## src/rtl/bts_pkg.sv

```systemverilog
package bts_pkg;
   // Kind of program-counter update applied at write-back
   typedef enum logic [0:0] {
      PCU_STEP = 1'b0,
      PCU_JUMP = 1'b1
   } pc_update_e;
endpackage

```

## src/rtl/bts_rotor.sv

```systemverilog
module bts_rotor #(
   parameter int unsigned N_THREADS = 4,
   parameter int unsigned TID_W     = 2
) (
   input  logic             clk,
   input  logic             rst_n,
   output logic [TID_W-1:0] slot
);
   localparam bit IS_POW2 = ((N_THREADS & (N_THREADS - 1)) == 0);
   localparam logic [TID_W-1:0] LAST = TID_W'(N_THREADS - 1);

   generate
      if (IS_POW2) begin : g_natural_wrap
         always_ff @(posedge clk or negedge rst_n) begin
            if (!rst_n) slot <= '0;
            else        slot <= slot + 1'b1;
         end
      end else begin : g_compare_wrap
         always_ff @(posedge clk or negedge rst_n) begin
            if (!rst_n)            slot <= '0;
            else if (slot == LAST) slot <= '0;
            else                   slot <= slot + 1'b1;
         end
      end
   endgenerate
endmodule

```

## src/rtl/bts_pc_file.sv

```systemverilog
module bts_pc_file
   import bts_pkg::*;
#(
   parameter int unsigned     N_THREADS    = 4,
   parameter int unsigned     TID_W        = 2,
   parameter int unsigned     PC_W         = 16,
   parameter int unsigned     PC_STEP      = 4,
   parameter logic [PC_W-1:0] RESET_BASE   = 'h0100,
   parameter logic [PC_W-1:0] RESET_STRIDE = 'h0400
) (
   input  logic                      clk,
   input  logic                      rst_n,
   input  logic [TID_W-1:0]          sel_tid,
   output logic [PC_W-1:0]           sel_pc,
   input  logic                      upd_en,
   input  logic [TID_W-1:0]          upd_tid,
   input  pc_update_e                upd_kind,
   input  logic [PC_W-1:0]           upd_base,
   input  logic [PC_W-1:0]           upd_target,
   output logic [N_THREADS*PC_W-1:0] pc_all
);
   logic [PC_W-1:0] upd_value;

   always_comb begin
      if (upd_kind == PCU_JUMP) upd_value = upd_target;
      else                      upd_value = upd_base + PC_W'(PC_STEP);
   end

   generate
      for (genvar t = 0; t < N_THREADS; t++) begin : g_ctx
         localparam logic [PC_W-1:0] VEC = RESET_BASE + PC_W'(t) * RESET_STRIDE;
         logic [PC_W-1:0] pc_r;
         always_ff @(posedge clk or negedge rst_n) begin
            if (!rst_n)
               pc_r <= VEC;
            else if (upd_en && (upd_tid == TID_W'(t)))
               pc_r <= upd_value;
         end
         assign pc_all[t*PC_W +: PC_W] = pc_r;
      end
   endgenerate

   assign sel_pc = pc_all[sel_tid*PC_W +: PC_W];
endmodule

```

## src/rtl/bts_tag_pipe.sv

```systemverilog
module bts_tag_pipe #(
   parameter int unsigned STAGES = 3,
   parameter int unsigned TID_W  = 2,
   parameter int unsigned PC_W   = 16
) (
   input  logic             clk,
   input  logic             rst_n,
   input  logic             in_valid,
   input  logic [TID_W-1:0] in_tid,
   input  logic [PC_W-1:0]  in_pc,
   output logic             first_valid,
   output logic [TID_W-1:0] first_tid,
   output logic [PC_W-1:0]  first_pc,
   output logic             last_valid,
   output logic [TID_W-1:0] last_tid,
   output logic [PC_W-1:0]  last_pc
);
   typedef struct packed {
      logic             vld;
      logic [TID_W-1:0] tid;
      logic [PC_W-1:0]  pc;
   } tag_t;

   tag_t stg [STAGES];

   always_ff @(posedge clk or negedge rst_n) begin
      if (!rst_n) begin
         for (int s = 0; s < STAGES; s++) stg[s] <= '0;
      end else begin
         stg[0] <= '{vld: in_valid, tid: in_tid, pc: in_pc};
         for (int s = 1; s < STAGES; s++) stg[s] <= stg[s-1];
      end
   end

   assign first_valid = stg[0].vld;
   assign first_tid   = stg[0].tid;
   assign first_pc    = stg[0].pc;
   assign last_valid  = stg[STAGES-1].vld;
   assign last_tid    = stg[STAGES-1].tid;
   assign last_pc     = stg[STAGES-1].pc;
endmodule

```

## src/rtl/barrel_thread_seq.sv

```systemverilog
module barrel_thread_seq
   import bts_pkg::*;
#(
   parameter int unsigned     N_THREADS    = 4,
   parameter int unsigned     DEPTH        = 4,
   parameter int unsigned     PC_W         = 16,
   parameter int unsigned     PC_STEP      = 4,
   parameter logic [PC_W-1:0] RESET_BASE   = 'h0100,
   parameter logic [PC_W-1:0] RESET_STRIDE = 'h0400,
   localparam int unsigned    TID_W        = $clog2(N_THREADS)
) (
   input  logic                 clk,
   input  logic                 rst_n,
   input  logic [N_THREADS-1:0] thread_en,
   output logic                 issue_valid,
   output logic [TID_W-1:0]     issue_tid,
   output logic [PC_W-1:0]      issue_pc,
   output logic                 rd_valid,
   output logic [TID_W-1:0]     rd_tid,
   output logic [PC_W-1:0]      rd_pc,
   output logic                 wb_valid,
   output logic [TID_W-1:0]     wb_tid,
   output logic [PC_W-1:0]      wb_pc,
   input  logic                 wb_redirect,
   input  logic [PC_W-1:0]      wb_target
);
   localparam int unsigned REG_STAGES = DEPTH - 1;

   generate
      if (N_THREADS < 2) begin : g_bad_threads
         $error("barrel_thread_seq: N_THREADS must be at least 2");
      end
      if (DEPTH < 2) begin : g_bad_depth
         $error("barrel_thread_seq: DEPTH must be at least 2");
      end
      if (N_THREADS < DEPTH) begin : g_bad_ratio
         $error("barrel_thread_seq: N_THREADS must not be below DEPTH");
      end
      if (PC_STEP == 0) begin : g_bad_step
         $error("barrel_thread_seq: PC_STEP must be non-zero");
      end
   endgenerate

   logic [N_THREADS*PC_W-1:0] pc_all;
   pc_update_e                upd_kind;

   bts_rotor #(
      .N_THREADS(N_THREADS),
      .TID_W    (TID_W)
   ) i_rotor (
      .clk  (clk),
      .rst_n(rst_n),
      .slot (issue_tid)
   );

   assign issue_valid = thread_en[issue_tid];
   assign upd_kind    = wb_redirect ? PCU_JUMP : PCU_STEP;

   bts_pc_file #(
      .N_THREADS   (N_THREADS),
      .TID_W       (TID_W),
      .PC_W        (PC_W),
      .PC_STEP     (PC_STEP),
      .RESET_BASE  (RESET_BASE),
      .RESET_STRIDE(RESET_STRIDE)
   ) i_pc_file (
      .clk       (clk),
      .rst_n     (rst_n),
      .sel_tid   (issue_tid),
      .sel_pc    (issue_pc),
      .upd_en    (wb_valid),
      .upd_tid   (wb_tid),
      .upd_kind  (upd_kind),
      .upd_base  (wb_pc),
      .upd_target(wb_target),
      .pc_all    (pc_all)
   );

   bts_tag_pipe #(
      .STAGES(REG_STAGES),
      .TID_W (TID_W),
      .PC_W  (PC_W)
   ) i_tag_pipe (
      .clk        (clk),
      .rst_n      (rst_n),
      .in_valid   (issue_valid),
      .in_tid     (issue_tid),
      .in_pc      (issue_pc),
      .first_valid(rd_valid),
      .first_tid  (rd_tid),
      .first_pc   (rd_pc),
      .last_valid (wb_valid),
      .last_tid   (wb_tid),
      .last_pc    (wb_pc)
   );
endmodule

```

## config.mk

```make
export PLATFORM = sky130hd
export DESIGN_NAME = barrel_thread_seq
export DESIGN_NICKNAME = d
export VERILOG_FILES = /design/src/rtl/bts_pkg.sv /design/src/rtl/bts_rotor.sv /design/src/rtl/bts_pc_file.sv /design/src/rtl/bts_tag_pipe.sv /design/src/rtl/barrel_thread_seq.sv
export SDC_FILE = /design/constraint.sdc
export NUM_CORES = 1
export LEC_CHECK = 0
export ABC_AREA = 1
export BUFFER_PORTS_ARGS = -buffer_cell sky130_fd_sc_hd__clkbuf_2
export CAP_MARGIN = 25
export CORE_MARGIN = 1
export CORE_UTILIZATION = 41
export CTS_CLUSTER_DIAMETER = 50
export DETAILED_ROUTE_END_ITERATION = 6
export PLACE_DENSITY = 0.59
export SLEW_MARGIN = 25
export SYNTH_ARGS = -nofsm -noshare
export SYNTH_HDL_FRONTEND = slang
export SYNTH_HIERARCHICAL = 1
export SYNTH_SLANG_ARGS = --single-unit
export TNS_END_PERCENT = 50
```

## constraint.sdc

```tcl
create_clock -name clk -period 1.2 [get_ports clk]
set_input_delay 0.06 -clock clk [delete_from_list [all_inputs] [get_ports clk]]
set_output_delay 0.06 -clock clk [all_outputs]
set_load 0.02 [all_outputs]
```

After elaboration in Yosys (flattened, before gate mapping):

Cells that the tools add are included.

* register bits after elaboration: 123
* word-level logic and storage cells: 30

* muxes and demuxes: 4
* add/sub/neg operators: 2
* reductions and logical operators: 5
* order comparisons: 1
* shift-type cells: 1
* equal/unequal tests: 3

Operator list (count)
* $shiftx 64x7->16: 1
* $add 16x3->16 const B: 1
* $mux 16: 1
* $eq 2x2->1 const B: 2
* $logic_and 1x1->1: 4
* $lt 2x3->1 const B: 1
* $add 2x1->2 const B: 1
* $bmux 1 s2: 1
* $eq 2x1->1 const B: 1
* $logic_not 2->1: 1
* $mux 1: 2

Depth between registers and ports, before layout:

* depth after elaboration: 2
* mapped depth: 10
* mapped depth without buffers: 9

Cells and area by module:

The synthesis kept the hierarchy.

By module, submodules not included
* bts_pc_file: times used 1, cells each 442, area each 3360.7 um2
* bts_tag_pipe: times used 1, cells each 93, area each 1696.6 um2
* bts_rotor: times used 1, cells each 7, area each 71.3 um2
* barrel_thread_seq: times used 1, cells each 13, area each 51.3 um2

Worst setup path after synthesis:

No wires, ideal clock.

* kind: reg-to-reg
* from: register i_rotor.slot[0]
* to: register i_tag_pipe.stg, in the netlist i_tag_pipe/first_pc[0]
* period minus slack after synthesis: 1619 ps
* setup slack: -419 ps
* cell stages (with the launch flop): 5
* arrival: 1447 ps
* required time: 1028 ps
* path through: dfrtp_1 -> inv_1 -> clkbuf_1 -> nor2_1 -> o22ai_1

* cells in the longest elaborated chain, start to end: 1

RTL lines
* from (decl): line bts_rotor.sv:7 `output logic [TID_W-1:0] slot`
* from (signal assigned): line bts_rotor.sv:16 `else slot <= slot + 1'b1;`
* $shiftx 64x7->16: line bts_pc_file.sv:43 `assign sel_pc = pc_all[sel_tid*PC_W +: PC_W];`
* via issue_pc[0]: line barrel_thread_seq.sv:17 `output logic [PC_W-1:0] issue_pc,`
* to (decl): line bts_tag_pipe.sv:24 `tag_t stg [STAGES];`

The timed path passes the listed nets, and every way through them passes these cells.
A chain may end at the register's enable or synchronous reset.

Worst setup path in the final report:

* from: register i_rotor.slot[0]
* to: output issue_pc[9]

* cells in the longest elaborated chain, start to end: 1

RTL lines (line)
* $shiftx 64x7->16: bts_pc_file.sv:43
* to (decl): barrel_thread_seq.sv:17

Every way passes these cells.

==> impl_metrics.ini <==
[clocking]
clock_path_buffers = 2
cts_root_buf = clkbuf_16
htreeDepth = 4
clk_latency_ps = 420
cts_tree = built
clk_pin_slew_ps = 50
cts_made_buffers = 17
clock-sinks = 123

[detailed_routing]
wire_per_inst_microns = 17.2
route.detailed.drc = 0
vias_per_cell = 5.09
drt_iter0_markers = 317
num_vias = 4412
wl_microns = 14900
ant_nets = 0
drt_pass1_iterations = 5

[power]
power_mw = 13.0
pwr_density_cell_nw_per_um2 = 1620
peakVddDrop_mv = 1.36
p_leak_nw = 3.68

[timing]
fin_crit_sh_pct = 138
min_period_ps = 1660
slew-limit-headroom_pct = 61.6
fin_ws_ps = -460
setup_viol = 93
slew_violations = 0
fin_setup_tns_ps = -15920
max_freq_ghz = 0.602
skew_ps = 6.99
grt_setup_unrepaired = true
finalHoldViolCount = 0
worst_slew_pin_slew_ps = 576

[floorplanning]
die-height_microns = 114
core_area_sq_um = 12200
boundaryPins = 80
die_area_sq_um = 13100
die_w_microns = 114
rows = 40
initial_utilization_pct = 42.6

[logic_synthesis]
netlist_area_sq_um = 5180
synth_nets = 579
syn_inst = 555
yosysTopAreaCellShare_pct = 55.6
yosysMostFrequentCell = nand2_1
synth_area_per_cell_sq_um = 9.33
ys_types = 26
yosys_warnings = 6
synth_flop_cell = dfrtp_1
synth_area_leaders = dfrtp_1 56%, nand2_1 11%, buf_4 5.7%, o21ai_0 4.5%, nand3_1 4.2%
ys_ff_latch = 123
synthTopCellsByCount = 148 x nand2_1, 115 x dfrtp_1, 52 x nor2_1
synth-edff-count = 0
ys_seq_area_share_pct = 59.6
async_flop_share_pct = 100
synth_top_cell_by_area = dfrtp_1

[critical_path]
reg2reg_depth = 8
setup.worst_path.start = i_rotor/slot[0]
required_ps = 1140
crit_path_end_kind = output pin
crit_arrival_ps = 1600
timing.rr.start = i_tag_pipe/last_pc[3]
critPathKind = reg2out
cp-start-kind = register
critPathCapture = issue_pc[9]
reg2reg_slack_ps = -240
reg2reg_to = i_pc_file/g_ctx[0].pc_r[10]
worstPathMaxFanout = 6

[finish]
stdcell_count = 867
fillCellCount = 927
final_area_sq_um = 8050
drive_gt1_share_pct = 53.1
finalNetCount = 710
antenna_cells = 0
syn2layout_area_growth_pct = 55.4

[placement]
dp.cells = 803
dp_hpwl_microns = 9530
gp_congestion = 0.809
portBuffers = 79
dp_slack_ps = -229
place_area_sq_um = 6240

[global_route]
grt.busiest_layer = met2
grt_max_degree = 80
grt_pass1_wl_microns = 22400
met1_usage_pct = 29.3
grt_remaining_overflow = 0
antenna_found_initial = 0
grtUsageMet3_pct = 6.03
gr-usage-met2_pct = 38.4
grt_usage_pct = 23.3
grt_pass1_vias = 4353

[outcome]
status = complete, but fails checks
violations = setup timing

[flow_run]
drv_cap = 0

[min_path]
min_path_type = in2reg
[metal layers]
layer | part of all wire [%] | routed length, microns
met1 | 42 | 6310
met2 | 51 | 7630
met3 | 5.0 | 744
met4 | 1.4 | 206
met5 | 0 | 0
[flip-flops by register name, summed over array words and instances, names as in the netlist]
name                    flops
i_tag_pipe/first_tid        2
i_tag_pipe/last_valid       1
i_tag_pipe/first_pc        16
i_tag_pipe/last_pc         16
i_pc_file/g_ctx.pc_r       64
i_rotor/slot                2
i_tag_pipe/first_valid      1
i_tag_pipe/last_tid         2
i_tag_pipe/stg             19
[logic make-up (layout without fill, tap and decap cells)]
group / Yosys count / in the layout / synth area share [%]
compound gates: 84 / 84 / 8.99
flops: 123 / 123 / 59.6
fa+ha+maj: 1 / 1 / 0.242
simple gates: 261 / 261 / 21.5
xor+xnor: 1 / 1 / 0.169
buf+inv: 85 / 229 / 9.52
[critical path, cell delays in order, from the launching register on]
cell and delay, ps:
dfrtp_2 470, buf_6 170, clkbuf_16 180, nor2_4 130, o22ai_4 90, buf_6 140
[how the worst min path moves through the flow]
stage,from,to,slack [ps],depth (start not counted)
4_1_cts,wb_target[9],i_pc_file/g_ctx[3].pc_r[9],0.1,4
5_1_grt,wb_target[9],i_pc_file/g_ctx[3].pc_r[9],20,4
2_1_floorplan,rst_n,i_pc_file/g_ctx[0].pc_r[0],-240,0
3_5_place_dp,rst_n,i_tag_pipe/last_pc[7],130,2
3_3_place_gp,rst_n,i_tag_pipe/stg[26],130,2
6_report,wb_target[9],i_pc_file/g_ctx[3].pc_r[9],10,4
[cells in the final DEF, fill, tap and decap left out, types with 2 or more instances in the layout]
| cell type | synthesis | routed |
|---|---|---|
| nor2_4 | 0 | 19 |
| inv_4 | 0 | 6 |
| inv_2 | 8 | 4 |
| o22ai_2 | 0 | 2 |
| clkbuf_8 | 0 | 4 |
| inv_8 | 0 | 2 |
| a31oi_1 | 12 | 12 |
| clkbuf_2 | 0 | 60 |
| nand2_2 | 1 | 18 |
| buf_6 | 3 | 29 |
| nand3_2 | 0 | 28 |
| or2_2 | 7 | 7 |
| clkinv_4 | 0 | 2 |
| buf_12 | 0 | 9 |
| dlygate4sd3_1 | 0 | 13 |
| o21ai_2 | 0 | 26 |
| dfrtp_1 | 115 | 105 |
| o21ai_1 | 3 | 13 |
| nand4_1 | 5 | 5 |
| o21bai_1 | 3 | 2 |
| dfstp_2 | 8 | 8 |
| dfrtp_2 | 0 | 10 |
| nand2_4 | 0 | 4 |
| nand3_4 | 0 | 5 |
| clkinv_2 | 0 | 2 |
| nand3_1 | 43 | 10 |
| o21ai_0 | 47 | 5 |
| buf_8 | 0 | 4 |
| nor3_4 | 3 | 4 |
| clkinvlp_4 | 0 | 2 |
| buf_4 | 39 | 48 |
| o22ai_4 | 0 | 14 |
| nor2_1 | 52 | 17 |
| a21oi_2 | 0 | 2 |
| inv_1 | 22 | 17 |
| o21ai_4 | 0 | 6 |
| clkbuf_16 | 0 | 19 |
| nand2_1 | 148 | 126 |
| nor2_2 | 1 | 17 |
| bufinv_16 | 0 | 6 |
[per-stage QoR]
step           util (%)  hold slack, ps
2_1_floorplan         -            -236
3_3_place_gp       51.3             134
3_5_place_dp       51.3             128
4_1_cts            61.4           0.141
5_1_grt            66.2            18.3
6_report           66.2            9.67
[final cells by class]
| class | instances | area (sq um) | area share [%] |
|---|---|---|---|
| sequential | 123 | 3100 | 38.5 |
| multi-input combinational | 347 | 2480 | 30.8 |
| timing repair buffer | 167 | 1430 | 17.7 |
| clock buffer | 21 | 470 | 5.84 |
| clock inverter | 11 | 214 | 2.66 |
| tap | 168 | 210 | 2.61 |
| inverter | 30 | 148 | 1.83 |
[power breakdown]
| part | leakage (nW) | internal, mW | switching [mW] |
|---|---|---|---|
| Combinational | 1.90 | 0.914 | 1.18 |
| Clock | 0.329 | 4.05 | 1.84 |
| Sequential | 1.45 | 4.67 | 0.387 |
| Total | 3.68 | 9.64 | 3.40 |
[timing repair]
item	4_1_cts	5_1_grt
setup buffers	7	11
pin swaps	23	51
hold endpoints to repair	145	0
cloned	0	2
hold buffers	13	0
gates resized for setup	108	134
setup endpoints to repair	93	97
Note: power is estimated with default switching activity, not from simulation.
